[src/rtl/cfgrd_pkg.sv]
package cfgrd_pkg;
  typedef enum logic {MODE_SERIAL = 1'b0, MODE_PARALLEL = 1'b1} out_mode_e;

  function automatic logic [7:0] rom_pattern(input int unsigned a);
    rom_pattern = 8'((a * 37 + 5) % 256);
  endfunction
endpackage

[src/rtl/cfgrd_step_gen.sv]
module cfgrd_step_gen #(
  parameter int OSC_DIV = 4
) (
  input  logic clk_i,
  input  logic rst_ni,
  input  logic clk_sel_i,
  input  logic cfg_clk_i,
  output logic tick_o
);
  localparam int CW = (OSC_DIV > 1) ? $clog2(OSC_DIV) : 1;

  logic [CW-1:0] div_q;
  logic          cfg_q;
  logic          osc_tick;

  assign osc_tick = (div_q == CW'(OSC_DIV - 1));
  assign tick_o   = clk_sel_i ? osc_tick : (cfg_clk_i & ~cfg_q);

  always_ff @(posedge clk_i or negedge rst_ni) begin
    if (!rst_ni) begin
      div_q <= '0;
      cfg_q <= 1'b0;
    end else begin
      cfg_q <= cfg_clk_i;
      div_q <= osc_tick ? '0 : div_q + 1'b1;
    end
  end


  osc_gap_chk: assert property (@(posedge clk_i) disable iff (!rst_ni)
    (clk_sel_i && $past(clk_sel_i) && $past(tick_o)) |-> !tick_o);
endmodule

[src/rtl/cfgrd_por.sv]
module cfgrd_por #(
  parameter int POR_CYCLES = 8
) (
  input  logic clk_i,
  input  logic rst_ni,
  output logic por_busy_o
);
  localparam int PW = $clog2(POR_CYCLES + 1);

  logic [PW-1:0] cnt_q;

  assign por_busy_o = (cnt_q != PW'(POR_CYCLES));

  always_ff @(posedge clk_i or negedge rst_ni) begin
    if (!rst_ni)         cnt_q <= '0;
    else if (por_busy_o) cnt_q <= cnt_q + 1'b1;
  end
endmodule

[src/rtl/cfgrd_addr_seq.sv]
module cfgrd_addr_seq #(
  parameter int ADDR_W   = 6,
  parameter int REV_W    = 2,
  parameter int LEN_BASE = 4,
  parameter int LEN_INC  = 2
) (
  input  logic              clk_i,
  input  logic              rst_ni,
  input  logic              tick_i,
  input  logic              standby_i,
  input  logic              hold_i,
  input  logic              restart_i,
  input  logic              busy_i,
  input  logic              par_i,
  input  logic [REV_W-1:0]  rev_sel_i,
  output logic [ADDR_W-1:0] addr_o,
  output logic [2:0]        bit_o,
  output logic              at_end_o
);
  localparam int REGION_W = ADDR_W - REV_W;

  function automatic logic [ADDR_W-1:0] base_of(input logic [REV_W-1:0] r);
    base_of = ADDR_W'(r) << REGION_W;
  endfunction

  function automatic logic [ADDR_W-1:0] end_of(input logic [REV_W-1:0] r);
    end_of = base_of(r) + ADDR_W'(LEN_BASE) + ADDR_W'(LEN_INC) * ADDR_W'(r);
  endfunction

  logic [REV_W-1:0]  rev_q;
  logic [ADDR_W-1:0] addr_q;
  logic [2:0]        bit_q;
  logic              restart_q;
  logic              restart_rise;
  logic              can_step;

  assign restart_rise = restart_i & ~restart_q;
  assign at_end_o     = (addr_q == end_of(rev_q));
  assign can_step     = tick_i & restart_i & ~at_end_o & ~(par_i & busy_i);
  assign addr_o       = addr_q;
  assign bit_o        = bit_q;

  always_ff @(posedge clk_i or negedge rst_ni) begin
    if (!rst_ni) begin
      rev_q     <= '0;
      addr_q    <= '0;
      bit_q     <= '0;
      restart_q <= 1'b1;
    end else begin
      restart_q <= restart_i;
      if (standby_i || hold_i) begin
        addr_q <= base_of(rev_q);
        bit_q  <= '0;
      end else if (restart_rise) begin
        rev_q  <= rev_sel_i;
        addr_q <= base_of(rev_sel_i);
        bit_q  <= '0;
      end else if (can_step) begin
        if (par_i) begin
          addr_q <= addr_q + 1'b1;
          bit_q  <= '0;
        end else if (bit_q == 3'd7) begin
          addr_q <= addr_q + 1'b1;
          bit_q  <= '0;
        end else begin
          bit_q <= bit_q + 1'b1;
        end
      end
    end
  end


  step_block_chk: assert property (@(posedge clk_i) disable iff (!rst_ni)
    (!restart_i && !standby_i && !hold_i) |=> ($stable(addr_q) && $stable(bit_q)));

  hold_reset_chk: assert property (@(posedge clk_i) disable iff (!rst_ni)
    (standby_i || hold_i) |=> (addr_q == base_of(rev_q) && bit_q == 3'd0));

  restart_load_chk: assert property (@(posedge clk_i) disable iff (!rst_ni)
    (restart_rise && !standby_i && !hold_i) |=> (addr_q == base_of($past(rev_sel_i))));

  end_stop_chk: assert property (@(posedge clk_i) disable iff (!rst_ni)
    (at_end_o && !restart_rise && !standby_i && !hold_i) |=> $stable(addr_q));
endmodule

[src/rtl/cfg_rom_reader.sv]
module cfg_rom_reader #(
  parameter int ADDR_W     = 6,
  parameter int REV_W      = 2,
  parameter int DATA_W     = 8,
  parameter int LEN_BASE   = 4,
  parameter int LEN_INC    = 2,
  parameter int OSC_DIV    = 4,
  parameter int POR_CYCLES = 8
) (
  input  logic              clk_i,
  input  logic              rst_ni,
  input  logic              cfg_clk_i,
  input  logic              clk_sel_i,
  input  logic              ce_ni_i,
  input  logic              oe_rst_ni_i,
  input  logic              restart_ni_i,
  input  logic              busy_i,
  input  logic              par_mode_i,
  input  logic [REV_W-1:0]  rev_sel_i,
  output logic [DATA_W-1:0] data_o,
  output logic [DATA_W-1:0] data_oe_o,
  output logic              clk_out_o,
  output logic              clk_out_oe_o,
  output logic              por_drive_o
);
  import cfgrd_pkg::*;

  logic              tick;
  logic              por_busy;
  logic              hold;
  logic              out_on;
  logic              data_on;
  logic              at_end;
  logic [ADDR_W-1:0] addr;
  logic [2:0]        bit_idx;
  logic [DATA_W-1:0] cur_byte;
  logic              ser_bit;
  logic              clk_out_q;
  out_mode_e         mode;

  assign mode = out_mode_e'(par_mode_i);
  assign hold = ~oe_rst_ni_i | por_busy;

  cfgrd_step_gen #(.OSC_DIV(OSC_DIV)) u_step (
    .clk_i, .rst_ni, .clk_sel_i, .cfg_clk_i, .tick_o(tick)
  );

  cfgrd_por #(.POR_CYCLES(POR_CYCLES)) u_por (
    .clk_i, .rst_ni, .por_busy_o(por_busy)
  );

  cfgrd_addr_seq #(
    .ADDR_W(ADDR_W), .REV_W(REV_W), .LEN_BASE(LEN_BASE), .LEN_INC(LEN_INC)
  ) u_seq (
    .clk_i, .rst_ni,
    .tick_i    (tick),
    .standby_i (ce_ni_i),
    .hold_i    (hold),
    .restart_i (restart_ni_i),
    .busy_i,
    .par_i     (mode == MODE_PARALLEL),
    .rev_sel_i,
    .addr_o    (addr),
    .bit_o     (bit_idx),
    .at_end_o  (at_end)
  );

  assign cur_byte = rom_pattern(int'(addr));
  assign ser_bit  = cur_byte[3'd7 - bit_idx];
  assign out_on   = ~ce_ni_i & ~hold;
  assign data_on  = out_on & ~at_end;

  always_comb begin
    data_oe_o = '0;
    data_o    = '0;
    if (data_on) begin
      if (mode == MODE_PARALLEL) begin
        data_oe_o = '1;
        data_o    = cur_byte;
      end else begin
        data_oe_o[0] = 1'b1;
        data_o[0]    = ser_bit;
      end
    end
  end

  always_ff @(posedge clk_i or negedge rst_ni) begin
    if (!rst_ni) clk_out_q <= 1'b0;
    else         clk_out_q <= tick;
  end

  assign clk_out_o    = clk_out_q & out_on;
  assign clk_out_oe_o = out_on;
  assign por_drive_o  = por_busy;


  serial_oe_chk: assert property (@(posedge clk_i) disable iff (!rst_ni)
    (mode == MODE_SERIAL) |-> (data_oe_o[DATA_W-1:1] == '0));

  hiz_hold_chk: assert property (@(posedge clk_i) disable iff (!rst_ni)
    !oe_rst_ni_i |-> (data_oe_o == '0 && !clk_out_oe_o));
endmodule

[config.mk]
export PLATFORM = sky130hd
export DESIGN_NAME = cfg_rom_reader
export DESIGN_NICKNAME = d
export VERILOG_FILES = /design/src/rtl/cfgrd_pkg.sv /design/src/rtl/cfgrd_step_gen.sv /design/src/rtl/cfgrd_por.sv /design/src/rtl/cfgrd_addr_seq.sv /design/src/rtl/cfg_rom_reader.sv
export SDC_FILE = /design/constraint.sdc
export NUM_CORES = 1
export LEC_CHECK = 0
export ABC_CLOCK_PERIOD_IN_PS = 3200
export BUFFER_PORTS_ARGS = -buffer_cell sky130_fd_sc_hd__buf_2
export CAP_MARGIN = 30
export CORE_MARGIN = 1
export CORE_UTILIZATION = 56
export DETAILED_ROUTE_END_ITERATION = 7
export PLACE_DENSITY = 0.88
export SYNTH_ARGS = -nofsm -noshare
export SYNTH_HDL_FRONTEND = slang
export SYNTH_SLANG_ARGS = --single-unit
export TNS_END_PERCENT = 10
[constraint.sdc]
create_clock -name clk_i -period 3.2 [get_ports clk_i]
set_input_delay 0.16 -clock clk_i [delete_from_list [all_inputs] [get_ports clk_i]]
set_output_delay 0.16 -clock clk_i [all_outputs]
set_load 0.05 [all_outputs]
==> qor.csv <==
metric,value,unit
crit_path_max_incr_delay,0.54,ns
io_buffers,29,
postLayoutSetupSlackWorst,0.0288,ns
grt_max_degree,21,
wire_per_inst,17.6,um
synth_area,1680,um^2
synth_edf_count,0,
dpl.hpwl,3000,um
path_depth,10,
ys_seq_area_share,29.9,%
ff2ff_path_depth,8,
rows,19,
fin_worst_skew,0.0105,ns
startpoint_type,register,
path_cells,ha_4 -> ha_4 -> fa_1 -> ha_4 -> and4_1 -> a211oi_2 -> xnor2_1 -> nor3_2 -> o31ai_4 -> buf_6,
clk_path_buf_depth,2,
drc_errors,6,
grt_pass1_vias,1391,
drv_slew,0,
rrSetupSlack,0.89,ns
async_flop_share,100,%
critPathArrivalTime,3.01,ns
avgSynthCellArea,9.59,um^2
synth_fp_nets,208,
core_area,2810,um^2
timing.final.crit_share,99.1,%
ios,30,
grt_usage,26.2,%
start_util,59.8,%
pre_cts_ws,0.0662,ns
grt_pass1_wl,6480,um
synth_area_leaders,"dfrtp_1 (28%), ha_1 (16%), xnor2_1 (5.7%)",
violations,design-rule violations,
finalHoldViolations,0,
setup_viol,0,
firstDrtPassIters,6,
cpMostUsedCell,ha_4,
fmax,315,MHz
synth_top_cell_by_area,dfrtp_1,
vias,1472,
synth_cells,175,
drive_gt1_share,31.2,%
r2r_end,u_seq.addr_o[2],
r2r-start,u_seq.addr_o[3],
multiInputGateArea,1140,um^2
post-route-util,71.4,%
worstMarginPinSlew,0.753,ns
synth_top_area_share,28.3,%
max_slew_margin,49.1,%
power_leakage,0.000955,uW
drt_wl_total,4140,um
ys_ff_latch,20,
fp.dieW,56.7,um
die_area,3220,um^2
worst-setup-path-type,reg2out,
ys_warn_count,0,
ant_nets,0,
n_antenna_cell,0,
setup.worst_path.start,u_seq.addr_o[3],
finalCriticalPeriod,3.17,ns
status,"finished, violations left",
dp_cells,228,
routed_via_density,6.24,
grt.overflow.total,0,
power_density,332,nW/um^2
cts_max_level,1,
root_buffer,clkbuf_4,
slowest_stage,fa_1,
final_cells,236,
critical_path.max_fanout,3,
min_path_type,in2reg,
worstHoldStart,clk_sel_i,
die_height,56.7,um
required,3.04,ns
nNetsFinal,239,
critPathBufInv,1,
area_growth,19.3,%
max_cap_violations,0,
vdd.ir_drop.worst,0.000324,V
globalplace.congestion,0.878,
path_clk_slew,0.13,ns
clock_latency,0.31,ns
drt_iter0_drc,128,
cts_tree,yes,
cts_buffers,3,
synth_flop_cell,dfrtp_1,
critPathTopFamily,adder cells,
antenna_found_initial,0,
ys_types,47,
numClockSinks,20,
regArea,503,um^2
fill_cells,181,
cp-end-kind,primary output,
rsz0062_at_grt,yes,
endpoint,data_o[0],
-- cells in the final DEF, fill, tap and decap left out, types with 4 or more instances in the layout --
cell type	synthesis	layout
a21oi_1	7	6
buf_2	2	27
buf_4	8	8
dfrtp_1	19	18
ha_1	21	17
ha_4	0	4
inv_1	7	7
nand2_1	11	11
nand3_1	5	5
nor2_1	14	14
nor2b_1	4	4
o211ai_1	4	4
o21ai_0	9	8
xnor2_1	11	11
xor2_1	5	5
-- cell families (layout without fill, tap and decap cells) --
group           count (synthesis)  after routing  synth area share (%)
compound gates                 37             37                  16.2
xor+xnor                       16             16                  8.35
fa+ha+maj                      22             22                  16.9
buf+inv                        20             50                  6.49
flops                          20             20                  29.9
mux                             3              3                  2.01
simple gates                   57             57                  20.2
-- power breakdown --
| group | total, uW | switching, uW | leakage, uW | internal [uW] |
|---|---|---|---|---|
| clock network | 213 | 86.6 | 0.0000279 | 127 |
| logic | 170 | 103 | 0.000672 | 67.1 |
| registers | 281 | 15.4 | 0.000255 | 266 |
-- worst min-delay path, cell delays in order --
cell	delay (ns)
buf_2	0.09
nand2_1	0.06
nand2_1	0.06
-- metal layers --
layer | up-vias | track usage (%) | wire, um
met5 | - | 0 | 0
met4 | 0 | 6.27 | 119
met3 | 14 | 4.15 | 276
met2 | 78 | 45.9 | 2080
met1 | 697 | 33.7 | 1670
li1 | 683 | - | -
-- state kept, by name, indices dropped and copies added (netlist names) --
name / count
u_step.cfg_q: 1
u_seq.restart_q: 1
u_seq.rev_q: 2
u_seq.bit_o: 3
u_step.div_q: 2
u_por.cnt_q: 4
clk_out_q: 1
u_seq.addr_o: 6
-- per-stage QoR --
step           setup TNS [ns]  hold slack, ns  power, uW  instance area (um^2)
2_1_floorplan        -0.00972          -0.136        389                  1690
3_3_place_gp                0           0.116        421                  1840
3_5_place_dp                0           0.125        432                  1840
4_1_cts                     0          0.0792        653                  1980
5_1_grt               -0.0732          0.0797        689                  2000
6_report                    0          0.0747        665                  2000
-- repair_timing --
action,CTS,global route
hold endpoints to repair,21,0
resized for setup,8,6
buffers inserted,1,0
hold buffers,3,0
pin swaps,7,5
setup endpoints to repair,2,2
-- how the worst min path moves through the flow --
stage                           to  slack (ns)  depth (start not counted)
floorplan                clk_out_q       -0.14                          0
global placement    u_por.cnt_q[3]        0.12                          1
detailed placement  u_por.cnt_q[3]        0.13                          1
CTS                      clk_out_q        0.08                          3
global route             clk_out_q        0.08                          3
finish                   clk_out_q        0.07                          3
-- layout make-up --
type,instances,area share [%]
multi-input combinational,135,57.2
sequential,20,25.1
timing repair buffer,39,11.8
tap,31,1.94
clock inverter,1,1.50
inverter,7,1.31
clock buffer,3,1.13
-- synth_stat cells, types with 2 or more instances --
cell	instances
nor2b_1	4
nand3_1	5
inv_1	7
nand3b_1	3
o211ai_1	4
xnor2_1	11
xor2_1	5
dfrtp_1	19
clkbuf_1	2
o31ai_1	2
a21oi_1	7
buf_4	8
a211oi_1	2
nor2b_2	3
nand2_1	11
o21ai_0	9
ha_1	21
nor2_1	14
mux2_2	3
nor4b_1	2
o21ai_1	2
buf_2	2
o311ai_0	3
and2_1	3
No activity file was read; power rests on OpenSTA's default activity.
